**src/rtl/rdm_pkg.sv**
```systemverilog
package rdm_pkg;
  typedef enum logic {
    ST_IDLE  = 1'b0,
    ST_ISSUE = 1'b1
  } iss_state_e;

  localparam logic [1:0] BURST_INCR = 2'b01;
  localparam logic [1:0] RESP_SLV   = 2'b10;
  localparam logic [1:0] RESP_DEC   = 2'b11;

  function automatic logic resp_bad(logic [1:0] resp);
    return (resp == RESP_SLV) || (resp == RESP_DEC);
  endfunction
endpackage

```
**src/rtl/rdm_fifo.sv**
```systemverilog
module rdm_fifo #(
  parameter int DATA_W = 32,
  parameter int DEPTH  = 32,
  localparam int CNT_W = $clog2(DEPTH + 1),
  localparam int PTR_W = (DEPTH > 1) ? $clog2(DEPTH) : 1
) (
  input  logic              clk_i,
  input  logic              rst_ni,
  input  logic              push_i,
  input  logic [DATA_W-1:0] push_data_i,
  input  logic              pop_i,
  output logic [DATA_W-1:0] head_o,
  output logic [CNT_W-1:0]  cnt_o
);
  logic [DATA_W-1:0] mem_q [DEPTH];
  logic [PTR_W-1:0]  wptr_q, rptr_q;
  logic [CNT_W-1:0]  cnt_q;
  logic              do_push, do_pop;

  assign do_push = push_i && (cnt_q != CNT_W'(DEPTH));
  assign do_pop  = pop_i && (cnt_q != '0);
  assign head_o  = mem_q[rptr_q];
  assign cnt_o   = cnt_q;

  function automatic logic [PTR_W-1:0] bump(logic [PTR_W-1:0] p);
    return (p == PTR_W'(DEPTH - 1)) ? '0 : p + 1'b1;
  endfunction

  always_ff @(posedge clk_i) begin
    if (do_push) mem_q[wptr_q] <= push_data_i;
  end

  always_ff @(posedge clk_i or negedge rst_ni) begin
    if (!rst_ni) begin
      wptr_q <= '0;
      rptr_q <= '0;
      cnt_q  <= '0;
    end else begin
      if (do_push) wptr_q <= bump(wptr_q);
      if (do_pop)  rptr_q <= bump(rptr_q);
      case ({do_push, do_pop})
        2'b10:   cnt_q <= cnt_q + 1'b1;
        2'b01:   cnt_q <= cnt_q - 1'b1;
        default: cnt_q <= cnt_q;
      endcase
    end
  end


  no_overflow_chk: assert property (@(posedge clk_i) disable iff (!rst_ni)
    push_i |-> cnt_q < CNT_W'(DEPTH));


  head_hold_chk: assert property (@(posedge clk_i) disable iff (!rst_ni)
    (cnt_q != '0) && !pop_i |=> $stable(head_o));
endmodule

```
**src/rtl/rdm_track.sv**
```systemverilog
module rdm_track #(
  parameter int MAX_OPEN = 4,
  localparam int OPEN_W  = $clog2(MAX_OPEN + 1),
  localparam int PW      = (MAX_OPEN > 1) ? $clog2(MAX_OPEN) : 1
) (
  input  logic       clk_i,
  input  logic       rst_ni,
  input  logic       iss_fire_i,
  input  logic       iss_last_i,
  input  logic       beat_fire_i,
  input  logic       beat_last_i,
  input  logic [1:0] beat_resp_i,
  output logic       open_full_o,
  output logic       done_o,
  output logic       err_o
);
  import rdm_pkg::*;

  logic [MAX_OPEN-1:0] tail_q;
  logic [PW-1:0]       wptr_q, rptr_q;
  logic [OPEN_W-1:0]   cnt_q;
  logic                acc_err_q, done_q, err_q;
  logic                close, bad;

  assign open_full_o = (cnt_q == OPEN_W'(MAX_OPEN));
  assign close       = beat_fire_i && beat_last_i && (cnt_q != '0);
  assign bad         = acc_err_q || (beat_fire_i && resp_bad(beat_resp_i));
  assign done_o      = done_q;
  assign err_o       = err_q;

  function automatic logic [PW-1:0] bump(logic [PW-1:0] p);
    return (p == PW'(MAX_OPEN - 1)) ? '0 : p + 1'b1;
  endfunction

  always_ff @(posedge clk_i or negedge rst_ni) begin
    if (!rst_ni) begin
      tail_q    <= '0;
      wptr_q    <= '0;
      rptr_q    <= '0;
      cnt_q     <= '0;
      acc_err_q <= 1'b0;
      done_q    <= 1'b0;
      err_q     <= 1'b0;
    end else begin
      done_q <= 1'b0;
      err_q  <= 1'b0;
      if (iss_fire_i) begin
        tail_q[wptr_q] <= iss_last_i;
        wptr_q         <= bump(wptr_q);
      end
      if (close) rptr_q <= bump(rptr_q);
      case ({iss_fire_i, close})
        2'b10:   cnt_q <= cnt_q + 1'b1;
        2'b01:   cnt_q <= cnt_q - 1'b1;
        default: cnt_q <= cnt_q;
      endcase
      if (close && tail_q[rptr_q]) begin
        done_q    <= !bad;
        err_q     <= bad;
        acc_err_q <= 1'b0;
      end else begin
        acc_err_q <= bad;
      end
    end
  end


  open_lim_chk: assert property (@(posedge clk_i) disable iff (!rst_ni)
    iss_fire_i |-> cnt_q < OPEN_W'(MAX_OPEN));


  done_src_chk: assert property (@(posedge clk_i) disable iff (!rst_ni)
    done_o |-> $past(beat_fire_i && beat_last_i));


  pulse_excl_chk: assert property (@(posedge clk_i) disable iff (!rst_ni)
    err_o |-> !done_o && $past(beat_fire_i && beat_last_i));
endmodule

```
**src/rtl/rdm_issue.sv**
```systemverilog
module rdm_issue #(
  parameter int ADDR_W    = 32,
  parameter int SIZE_W    = 16,
  parameter int OFFS      = 2,
  parameter int MAX_BEATS = 16,
  parameter int DEPTH     = 32,
  parameter int CNT_W     = 6,
  parameter int RES_W     = 7,
  localparam int PAGE_WORDS = 4096 >> OFFS
) (
  input  logic              clk_i,
  input  logic              rst_ni,
  input  logic [ADDR_W-1:0] cmd_addr_i,
  input  logic [SIZE_W-1:0] cmd_beats_i,
  input  logic              cmd_fast_i,
  input  logic              cmd_valid_i,
  output logic              cmd_ready_o,
  input  logic [CNT_W-1:0]  fifo_cnt_i,
  input  logic              open_full_i,
  input  logic              beat_fire_i,
  output logic [ADDR_W-1:0] ar_addr_o,
  output logic [7:0]        ar_len_o,
  output logic              ar_valid_o,
  input  logic              ar_ready_i,
  output logic              iss_fire_o,
  output logic              iss_last_o
);
  import rdm_pkg::*;

  iss_state_e        state_q;
  logic [ADDR_W-1:0] addr_q;
  logic [SIZE_W-1:0] remain_q;
  logic              fast_q;
  logic [RES_W-1:0]  resv_q;
  logic [31:0]       page_left, lim, need;
  logic              space_ok, fire;

  always_comb begin
    page_left = 32'(PAGE_WORDS) - 32'(addr_q[11:OFFS]);
    lim = 32'(remain_q);
    if (lim > 32'(MAX_BEATS)) lim = 32'(MAX_BEATS);
    if (lim > page_left)      lim = page_left;
    need = 32'(fifo_cnt_i) + 32'(resv_q) + lim;
  end

  assign space_ok    = fast_q || (need <= 32'(DEPTH));
  assign cmd_ready_o = (state_q == ST_IDLE);
  assign ar_valid_o  = (state_q == ST_ISSUE) && space_ok && !open_full_i;
  assign ar_addr_o   = addr_q;
  assign ar_len_o    = 8'(lim - 32'd1);
  assign fire        = ar_valid_o && ar_ready_i;
  assign iss_fire_o  = fire;
  assign iss_last_o  = (lim == 32'(remain_q));

  always_ff @(posedge clk_i or negedge rst_ni) begin
    if (!rst_ni) begin
      state_q  <= ST_IDLE;
      addr_q   <= '0;
      remain_q <= '0;
      fast_q   <= 1'b0;
    end else if (state_q == ST_IDLE) begin
      if (cmd_valid_i && (cmd_beats_i != '0)) begin
        addr_q   <= cmd_addr_i;
        remain_q <= cmd_beats_i;
        fast_q   <= cmd_fast_i;
        state_q  <= ST_ISSUE;
      end
    end else if (fire) begin
      addr_q   <= addr_q + ADDR_W'(lim << OFFS);
      remain_q <= remain_q - SIZE_W'(lim);
      if (iss_last_o) state_q <= ST_IDLE;
    end
  end

  // space promised to issued bursts, released beat by beat
  always_ff @(posedge clk_i or negedge rst_ni) begin
    if (!rst_ni) resv_q <= '0;
    else resv_q <= resv_q + (fire ? RES_W'(lim) : '0) - (beat_fire_i ? RES_W'(1) : '0);
  end


  ar_hold_chk: assert property (@(posedge clk_i) disable iff (!rst_ni)
    ar_valid_o && !ar_ready_i |=> ar_valid_o && $stable(ar_addr_o) && $stable(ar_len_o));


  page_cross_chk: assert property (@(posedge clk_i) disable iff (!rst_ni)
    ar_valid_o |-> (32'(ar_addr_o[11:OFFS]) + 32'(ar_len_o)) < 32'(PAGE_WORDS));


  ready_back_chk: assert property (@(posedge clk_i) disable iff (!rst_ni)
    fire && iss_last_o |=> cmd_ready_o);
endmodule

```
**src/rtl/rd_burst_master.sv**
```systemverilog
module rd_burst_master #(
  parameter int ADDR_W    = 32,
  parameter int DATA_W    = 32,
  parameter int SIZE_W    = 16,
  parameter int MAX_BEATS = 16,
  parameter int MAX_OPEN  = 4,
  parameter int DEPTH     = 32
) (
  input  logic              clk_i,
  input  logic              rst_ni,
  input  logic [ADDR_W-1:0] cmd_addr_i,
  input  logic [SIZE_W-1:0] cmd_beats_i,
  input  logic              cmd_fast_i,
  input  logic              cmd_valid_i,
  output logic              cmd_ready_o,
  output logic [DATA_W-1:0] rd_data_o,
  output logic              rd_valid_o,
  input  logic              rd_ready_i,
  output logic              done_o,
  output logic              err_o,
  output logic [ADDR_W-1:0] ar_addr_o,
  output logic [7:0]        ar_len_o,
  output logic [2:0]        ar_size_o,
  output logic [1:0]        ar_burst_o,
  output logic              ar_valid_o,
  input  logic              ar_ready_i,
  input  logic [DATA_W-1:0] r_data_i,
  input  logic [1:0]        r_resp_i,
  input  logic              r_last_i,
  input  logic              r_valid_i,
  output logic              r_ready_o
);
  import rdm_pkg::*;

  localparam int OFFS  = $clog2(DATA_W / 8);
  localparam int CNT_W = $clog2(DEPTH + 1);
  localparam int RES_W = $clog2(MAX_OPEN * MAX_BEATS + DEPTH + 1);

  logic [CNT_W-1:0] fifo_cnt;
  logic             beat_fire, iss_fire, iss_last, open_full;

  assign r_ready_o  = (fifo_cnt != CNT_W'(DEPTH));
  assign beat_fire  = r_valid_i && r_ready_o;
  assign rd_valid_o = (fifo_cnt != '0);
  assign ar_size_o  = 3'(OFFS);
  assign ar_burst_o = BURST_INCR;

  rdm_issue #(
    .ADDR_W(ADDR_W), .SIZE_W(SIZE_W), .OFFS(OFFS), .MAX_BEATS(MAX_BEATS),
    .DEPTH(DEPTH), .CNT_W(CNT_W), .RES_W(RES_W)
  ) u_issue (
    .clk_i, .rst_ni,
    .cmd_addr_i, .cmd_beats_i, .cmd_fast_i, .cmd_valid_i, .cmd_ready_o,
    .fifo_cnt_i (fifo_cnt),
    .open_full_i(open_full),
    .beat_fire_i(beat_fire),
    .ar_addr_o, .ar_len_o, .ar_valid_o, .ar_ready_i,
    .iss_fire_o (iss_fire),
    .iss_last_o (iss_last)
  );

  rdm_track #(.MAX_OPEN(MAX_OPEN)) u_track (
    .clk_i, .rst_ni,
    .iss_fire_i (iss_fire),
    .iss_last_i (iss_last),
    .beat_fire_i(beat_fire),
    .beat_last_i(r_last_i),
    .beat_resp_i(r_resp_i),
    .open_full_o(open_full),
    .done_o, .err_o
  );

  rdm_fifo #(.DATA_W(DATA_W), .DEPTH(DEPTH)) u_fifo (
    .clk_i, .rst_ni,
    .push_i     (beat_fire),
    .push_data_i(r_data_i),
    .pop_i      (rd_valid_o && rd_ready_i),
    .head_o     (rd_data_o),
    .cnt_o      (fifo_cnt)
  );


  out_hold_chk: assert property (@(posedge clk_i) disable iff (!rst_ni)
    rd_valid_o && !rd_ready_i |=> rd_valid_o && $stable(rd_data_o));
endmodule

```
**config.mk**
```make
export PLATFORM = sky130hd
export DESIGN_NAME = rd_burst_master
export DESIGN_NICKNAME = d
export VERILOG_FILES = /design/src/rtl/rdm_pkg.sv /design/src/rtl/rdm_fifo.sv /design/src/rtl/rdm_track.sv /design/src/rtl/rdm_issue.sv /design/src/rtl/rd_burst_master.sv
export SDC_FILE = /design/constraint.sdc
export NUM_CORES = 1
export LEC_CHECK = 0
export ABC_AREA = 0
export ABC_CLOCK_PERIOD_IN_PS = 8280
export CAP_MARGIN = 20
export CORE_MARGIN = 10
export CORE_UTILIZATION = 39
export DETAILED_ROUTE_END_ITERATION = 7
export GPL_TIMING_DRIVEN = 0
export PLACE_DENSITY = 0.58
export SLEW_MARGIN = 30
export SYNTH_ARGS = -nofsm -noshare
export SYNTH_HDL_FRONTEND = slang
export SYNTH_HIERARCHICAL = 1
export SYNTH_SLANG_ARGS = --single-unit
```
**constraint.sdc**
```tcl
create_clock -name clk_i -period 8.28 [get_ports clk_i]
set_input_delay 1.656 -clock clk_i [delete_from_list [all_inputs] [get_ports clk_i]]
set_output_delay 1.656 -clock clk_i [all_outputs]
set_load 0.03 [all_outputs]
```
### Yosys cells after proc, flatten, opt, wreduce, memory -nomap -nowiden

Memories as Yosys holds them, arrays and structs flattened.
Cells that the tools add are included.

* add/subtract/negate cells: 16
* order comparisons: 6
* eq/ne operators: 14
* muxes and demuxes: 30
* bitwise gates (word level): 1
* reductions and logical operators: 26

Operators with widths (count)
* 2-to-1 mux 32 bit: 4
* 2-to-1 mux 16 bit: 4
* adder 32 bit: 1
* adder 8 x 32 -> 32 bit: 1
* equality test 32 x 16 -> 1 bit: 1
* > comparator 16 x 32 -> 1 bit: 1
* less-or-equal comparator 32 x 6 -> 1 bit, second input constant: 1
* > comparator 16 x 5 -> 1 bit, second input constant: 1
* nonzero test 16 bit: 1
* subtractor 16 bit: 1
* logical AND 1 bit: 13
* equality test 2 bit, second input constant: 6
* 2-to-1 mux 1 bit: 12
* case mux 6 bit (2 select lines): 1
* subtractor 11 x 10 -> 12 bit, first input constant: 1
* adder 5 x 1 -> 5 bit, second input constant: 2
* equality test 5 bit, second input constant: 2
* 2-to-1 mux 5 bit: 2
* adder 6 x 7 -> 8 bit: 1
* subtractor 8 x 1 -> 8 bit, second input constant: 1
* adder 7 bit: 1
* 2-to-1 mux 7 bit: 1
* subtractor 7 bit: 1
* adder 6 x 1 -> 6 bit, second input constant: 1
* other kinds (22): 32

* register bits: 87
* memory bits (writable): 1024
* input port bits: 90
* output and inout bits: 83
* logic and storage cells: 109
* memories kept: 1

Memories
* u_fifo.mem_q: depth 32, width 32, read ports 1, clocked after Yosys merged registers in 0, write ports 1, line rdm_fifo.sv:15 `logic [DATA_W-1:0] mem_q [DEPTH];`

### Depth between registers and ports, before layout

* word-level depth: 13
* depth in mapped cells: 36
* depth with buffers taken out: 34

### Cells and area by module

The synthesis kept the hierarchy.

By module, submodules not included
* rdm_fifo: times used 1, cells an instance 1821, area each 39730.6 µm², sequential area each 31149.9 µm²
* rdm_issue: times used 1, cells an instance 704, area each 5815.6 µm², sequential area each 1426.4 µm²
* rdm_track: times used 1, cells an instance 55, area each 695.7 µm², sequential area each 350.3 µm²
* rd_burst_master: times used 1, cells an instance 17, area each 96.3 µm², sequential area each 0.0 µm²

### Least setup slack after synthesis

No wires, ideal clock.

* path type: flip-flop to flip-flop
* from: reg u_issue.addr_q[4], in the netlist u_issue/ar_addr_o[4]
* to: reg u_issue.resv_q[6]
* setup time: 0.125 ns
* arrival time: 7.502 ns
* required time: 8.155 ns
* slack: 0.653 ns
* cell stages (with the launch flop): 36
* path buffers: 2
* clock period less this slack: 7.627 ns
* path through: dfrtp_1 -> nor4_2 -> nand3_1 -> xor2_1 -> inv_1 -> ha_1 -> o21a_1 -> o21a_1 -> o22a_1 -> o21ai_2 -> buf_6 -> mux2i_1 -> inv_1 -> fa_1 -> inv_1 -> ha_1 -> inv_1 -> fa_1 -> nor2b_1 -> o31a_1 -> o31ai_1 -> mux2i_1 -> o2111ai_1 -> o31ai_2 -> buf_2 -> nand2_1 -> ha_1 -> inv_1 -> ha_1 -> fa_1 -> a21o_1 -> a21oi_1 -> o21bai_1 -> a21oi_1 -> xnor2_1 -> xnor2_1

* cells in the longest elaborated chain, start to end: 12

Ends and longest elaborated chain
* start, declared: line rdm_issue.sv:31 `logic [ADDR_W-1:0] addr_q;`
* start signal, assigned: line rdm_issue.sv:63 `addr_q <= cmd_addr_i;`
* start signal, assigned: line rdm_issue.sv:69 `addr_q <= addr_q + ADDR_W'(lim << OFFS);`
* subtractor 11 x 10 -> 12 bit (*): line rdm_issue.sv:39 `page_left = 32'(PAGE_WORDS) - 32'(addr_q[11:OFFS]);`
* > comparator 16 x 32 -> 1 bit: line rdm_issue.sv:42 `if (lim > page_left) lim = page_left;`
* 2-to-1 mux 32 bit (*): line rdm_issue.sv:42
* adder 8 x 32 -> 32 bit (*): line rdm_issue.sv:43 `need = 32'(fifo_cnt_i) + 32'(resv_q) + lim;`
* less-or-equal comparator 32 x 6 -> 1 bit (*): line rdm_issue.sv:46 `assign space_ok = fast_q || (need <= 32'(DEPTH));`
* logical OR 1 bit (*): line rdm_issue.sv:46
* logical AND 1 bit (*) (2 in a row): line rdm_issue.sv:48 `assign ar_valid_o = (state_q == ST_ISSUE) && space_ok && !open_full_i;`
* logical AND 1 bit (*): line rdm_issue.sv:51 `assign fire = ar_valid_o && ar_ready_i;`
* net iss_fire: line rd_burst_master.sv:40 `logic beat_fire, iss_fire, iss_last, open_full;`
* 2-to-1 mux 7 bit (*): line rdm_issue.sv:78 `else resv_q <= resv_q + (fire ? RES_W'(lim) : '0) - (beat_fire_i ? RES_W'(1) : '0);`
* adder 7 bit (*): line rdm_issue.sv:78
* subtractor 7 bit (*): line rdm_issue.sv:78
* end signal, assigned: line rdm_issue.sv:78
* end, declared: line rdm_issue.sv:34 `logic [RES_W-1:0] resv_q;`

The timed path passes the listed nets; every way through them passes the cells marked *.
A chain may end at the register's enable or synchronous reset.

### Worst setup path after layout

* from: reg u_issue.addr_q[5], in the netlist u_issue/ar_addr_o[5]
* to: out ar_valid_o

* cells in the longest elaborated chain, start to end: 8

Ends and longest elaborated chain
* subtractor 11 x 10 -> 12 bit (*): line rdm_issue.sv:39
* > comparator 16 x 32 -> 1 bit: line rdm_issue.sv:42
* 2-to-1 mux 32 bit (*): line rdm_issue.sv:42
* adder 8 x 32 -> 32 bit (*): line rdm_issue.sv:43
* less-or-equal comparator 32 x 6 -> 1 bit (*): line rdm_issue.sv:46
* logical OR 1 bit (*): line rdm_issue.sv:46
* logical AND 1 bit (*) (2 in a row): line rdm_issue.sv:48
* end, declared: line rd_burst_master.sv:25 `output logic ar_valid_o,`

Every way passes the cells marked *; elsewhere a longest branch is shown, timed or not.

==> flow_metrics.env <==
export IMPL_cts_hold_buf=0
export IMPL_rows=126
export IMPL_drc_errors=0
export IMPL_worstMarginPinSlew_ps=1008
export IMPL_overflow=0
export IMPL_cp_end_kind="output port"
export IMPL_grt_pass1_vias=26974
export IMPL_placed_cells=4382
export IMPL_clk_path_buf_depth=3
export IMPL_routabilityCongestion=0.8463
export IMPL_routedWlPerCell_microns=26.94
export IMPL_totalWireLength_mm=124.1
export IMPL_p_leak_uw=0.01888
export IMPL_ys_ff_latch=1111
export IMPL_yosysWarnings=6
export IMPL_fin_area_sq_um=55800
export IMPL_clock_sinks=1111
export IMPL_drive_gt1_frac=0.2087
export IMPL_die_w_microns=364.7
export IMPL_min_period_over_period=0.9599
export IMPL_cts_tree="yes"
export IMPL_period_minus_slack_ps=7948
export IMPL_skew_ps=40.18
export IMPL_setup_viol=0
export IMPL_cap_viol_max_count=0
export IMPL_antenna_found_initial=3
export IMPL_fp_dieH_microns=364.7
export IMPL_first_iter_violations=2573
export IMPL_cts_root_buf="clkbuf_16"
export IMPL_required_ps=6620
export IMPL_clk_pin_slew_ps=60
export IMPL_critPathArrivalTime_ps=6290
export IMPL_viasPerCell=5.672
export IMPL_crit_fanout=6
export IMPL_cts_buffers=114
export IMPL_hpwl_mm=87.52
export IMPL_worstSetupPathType="reg -> out"
export IMPL_peakVddDrop_mv=0.2551
export IMPL_max_freq_mhz=125.8
export IMPL_grt_pass1_wl_mm=182.1
export IMPL_yosys_area_top_type="edfxtp_1"
export IMPL_area_growth_pct=20.42
export IMPL_seq_area_frac_synth=0.7106
export IMPL_crit_family="compound AO/OA/AOI/OAI gates"
export IMPL_clk_latency_ps=720
export IMPL_crit_path_start_kind="register"
export IMPL_synthTopCellsByArea="edfxtp_1, mux4_2, dfrtp_1"
export IMPL_place_port_buffers=166
export IMPL_coreArea_sq_um=118100
export IMPL_synthDistinctLibCells=88
export IMPL_relSlewSlack=0.3278
export IMPL_htree_levels=3
export IMPL_diodes=0
export IMPL_synth_ff_type="edfxtp_1"
export IMPL_initial_utilization=0.3924
export IMPL_cpMaxStageDelayCell="dfrtp_2"
export IMPL_vias=26130
export IMPL_synthArstFlopShare=0.07831
export IMPL_max_stage_delay_ps=470
export IMPL_finalSetupTns_ps=0
export IMPL_synth_cells=2597
export IMPL_nets=3157
export IMPL_synthMostInstantiatedCell="edfxtp_1"
export IMPL_grt_start_max_net_pins=56
export IMPL_stdcell_count=4607
export IMPL_yosysTopAreaCellShare=0.6636
export IMPL_place_area_sq_um=51970
export IMPL_hp_class="reg -> reg"
export IMPL_p_per_area_nw_per_um2=377.1
export IMPL_synth_area_sq_um=46340
export IMPL_hold_viol_final=0
export IMPL_ant_nets=0
export IMPL_crit_buf_inv=6
export IMPL_dieArea_sq_um=133000
export IMPL_synth_edf_count=1024
export IMPL_maxSlewViolCount=0
export IMPL_syn_area_per_cell_sq_um=17.84
export IMPL_track_usage=0.1848
export IMPL_synth_common_cells="edfxtp_1, mux4_2, mux2i_1"
export IMPL_status="completed"
export IMPL_firstDrtPassIters=6
export IMPL_ioPinCount=173
-- state kept, by name, summed over array words and instances (netlist names) --
register and count:
u_track/cnt_q 3, u_track/wptr_q 2, u_issue/ar_addr_o 32, u_track/done_o 1, u_issue/state_q 1, u_issue/remain_q 16
u_fifo/mem_q 1024, u_fifo/cnt_o 6, u_issue/fast_q 1, u_fifo/wptr_q 5, u_issue/resv_q 7, u_track/tail_q 4
u_track/acc_err_q 1, u_track/err_o 1, u_fifo/rptr_q 5, u_track/rptr_q 2
-- cells by family after synthesis --
family          after synthesis  share of synthesized area
compound gates              437                    0.06607
xor+xnor                     47                   0.009045
fa+ha+maj                    94                    0.02733
buf+inv                     217                    0.02184
flops                      1111                     0.7106
mux                         353                     0.1294
other cells                   4                  0.0003239
simple gates                334                    0.03545
-- cell type report --
cell class                      count  area, sq um
Sequential cell                  1111        32930
Clock inverter                     73        723.2
Tap cell                         1536         1922
Inverter                           86        341.6
Fill cell                        9752        62280
Clock buffer                      141         3028
Buffer                            130        684.4
Timing Repair Buffer              245         3332
Multi-Input combinational cell   1285        12840
-- worst paths after layout --
check,startpoint,to,slack (ps),depth (start not counted)
max,u_issue/ar_addr_o[5]$_DFFE_PN0P_,ar_valid_o,330,25
min,u_issue/ar_addr_o[0]$_DFFE_PN0P_,u_issue/ar_addr_o[0]$_DFFE_PN0P_,480,2
max reg2reg,u_issue/ar_addr_o[5]$_DFFE_PN0P_,u_issue/resv_q[6]$_DFF_PN0_,380,30
min reg2reg,u_issue/ar_addr_o[0]$_DFFE_PN0P_,u_issue/ar_addr_o[0]$_DFFE_PN0P_,480,2
max in group asynchronous,rst_ni,u_issue/ar_addr_o[3]$_DFFE_PN0P_,6780,2
min in group asynchronous,rst_ni,u_fifo/wptr_q[2]$_DFFE_PN0P_,880,1
-- placed cells by master, fill, tap and decap left out, drive strengths merged, types with 89 or more instances in the layout --
| cell | Yosys | routed |
|---|---|---|
| nor2 | 94 | 94 |
| clkbuf | 57 | 197 |
| buf | 74 | 187 |
| clkdlybuf4s50 | 0 | 132 |
| a22oi | 94 | 94 |
| edfxtp | 1024 | 1024 |
| inv | 85 | 89 |
| mux2i | 148 | 148 |
| mux4 | 194 | 194 |
| a21oi | 103 | 103 |
-- through the flow --
step / setup slack [ps] / hold slack [ps] / util / power [uW]
after detailed placement: -598.0 / 466.9 / 0.4401 / 15920
final: 331.8 / 475.7 / 0.4726 / 21040
after CTS: -14.03 / 479.9 / 0.4726 / 21140
after global placement: -639.3 / 460.8 / 0.4233 / 15560
after floorplan: 653.0 / 456.4 / - / 12710
after global routing: -27.65 / 500.4 / 0.4726 / 22150
-- worst min-delay path, delay by kind of cell, from the launching register on --
kind          cells  cell delay (ps)
flops             1              330
simple gates      2              110
-- routing by layer --
metal  up-vias  wire, microns  global-route usage
met5         -              0                   0
met4         0           2903             0.05075
met3       163           7963             0.02724
met2       957          62690              0.3174
met1     13731          50560              0.2437
li1      11279              -                   -
-- report_power, final --
group / leakage (uW) / internal, uW / total, uW / switching [uW]
Combinational: 0.00676 / 3670 / 9140 / 5470
Clock: 0.00182 / 2920 / 5090 / 2170
Sequential: 0.0103 / 6570 / 6820 / 245
Total: 0.0189 / 13200 / 21000 / 7880
-- timing repair --
action                                  4_1_cts  5_1_grt
pin swaps                                     1        4
buffers inserted                              0       12
gates cloned                                  0        0
endpoints found under the setup margin        4        4
resized for setup                            24       15
Power figures use the tool's default switching activity.
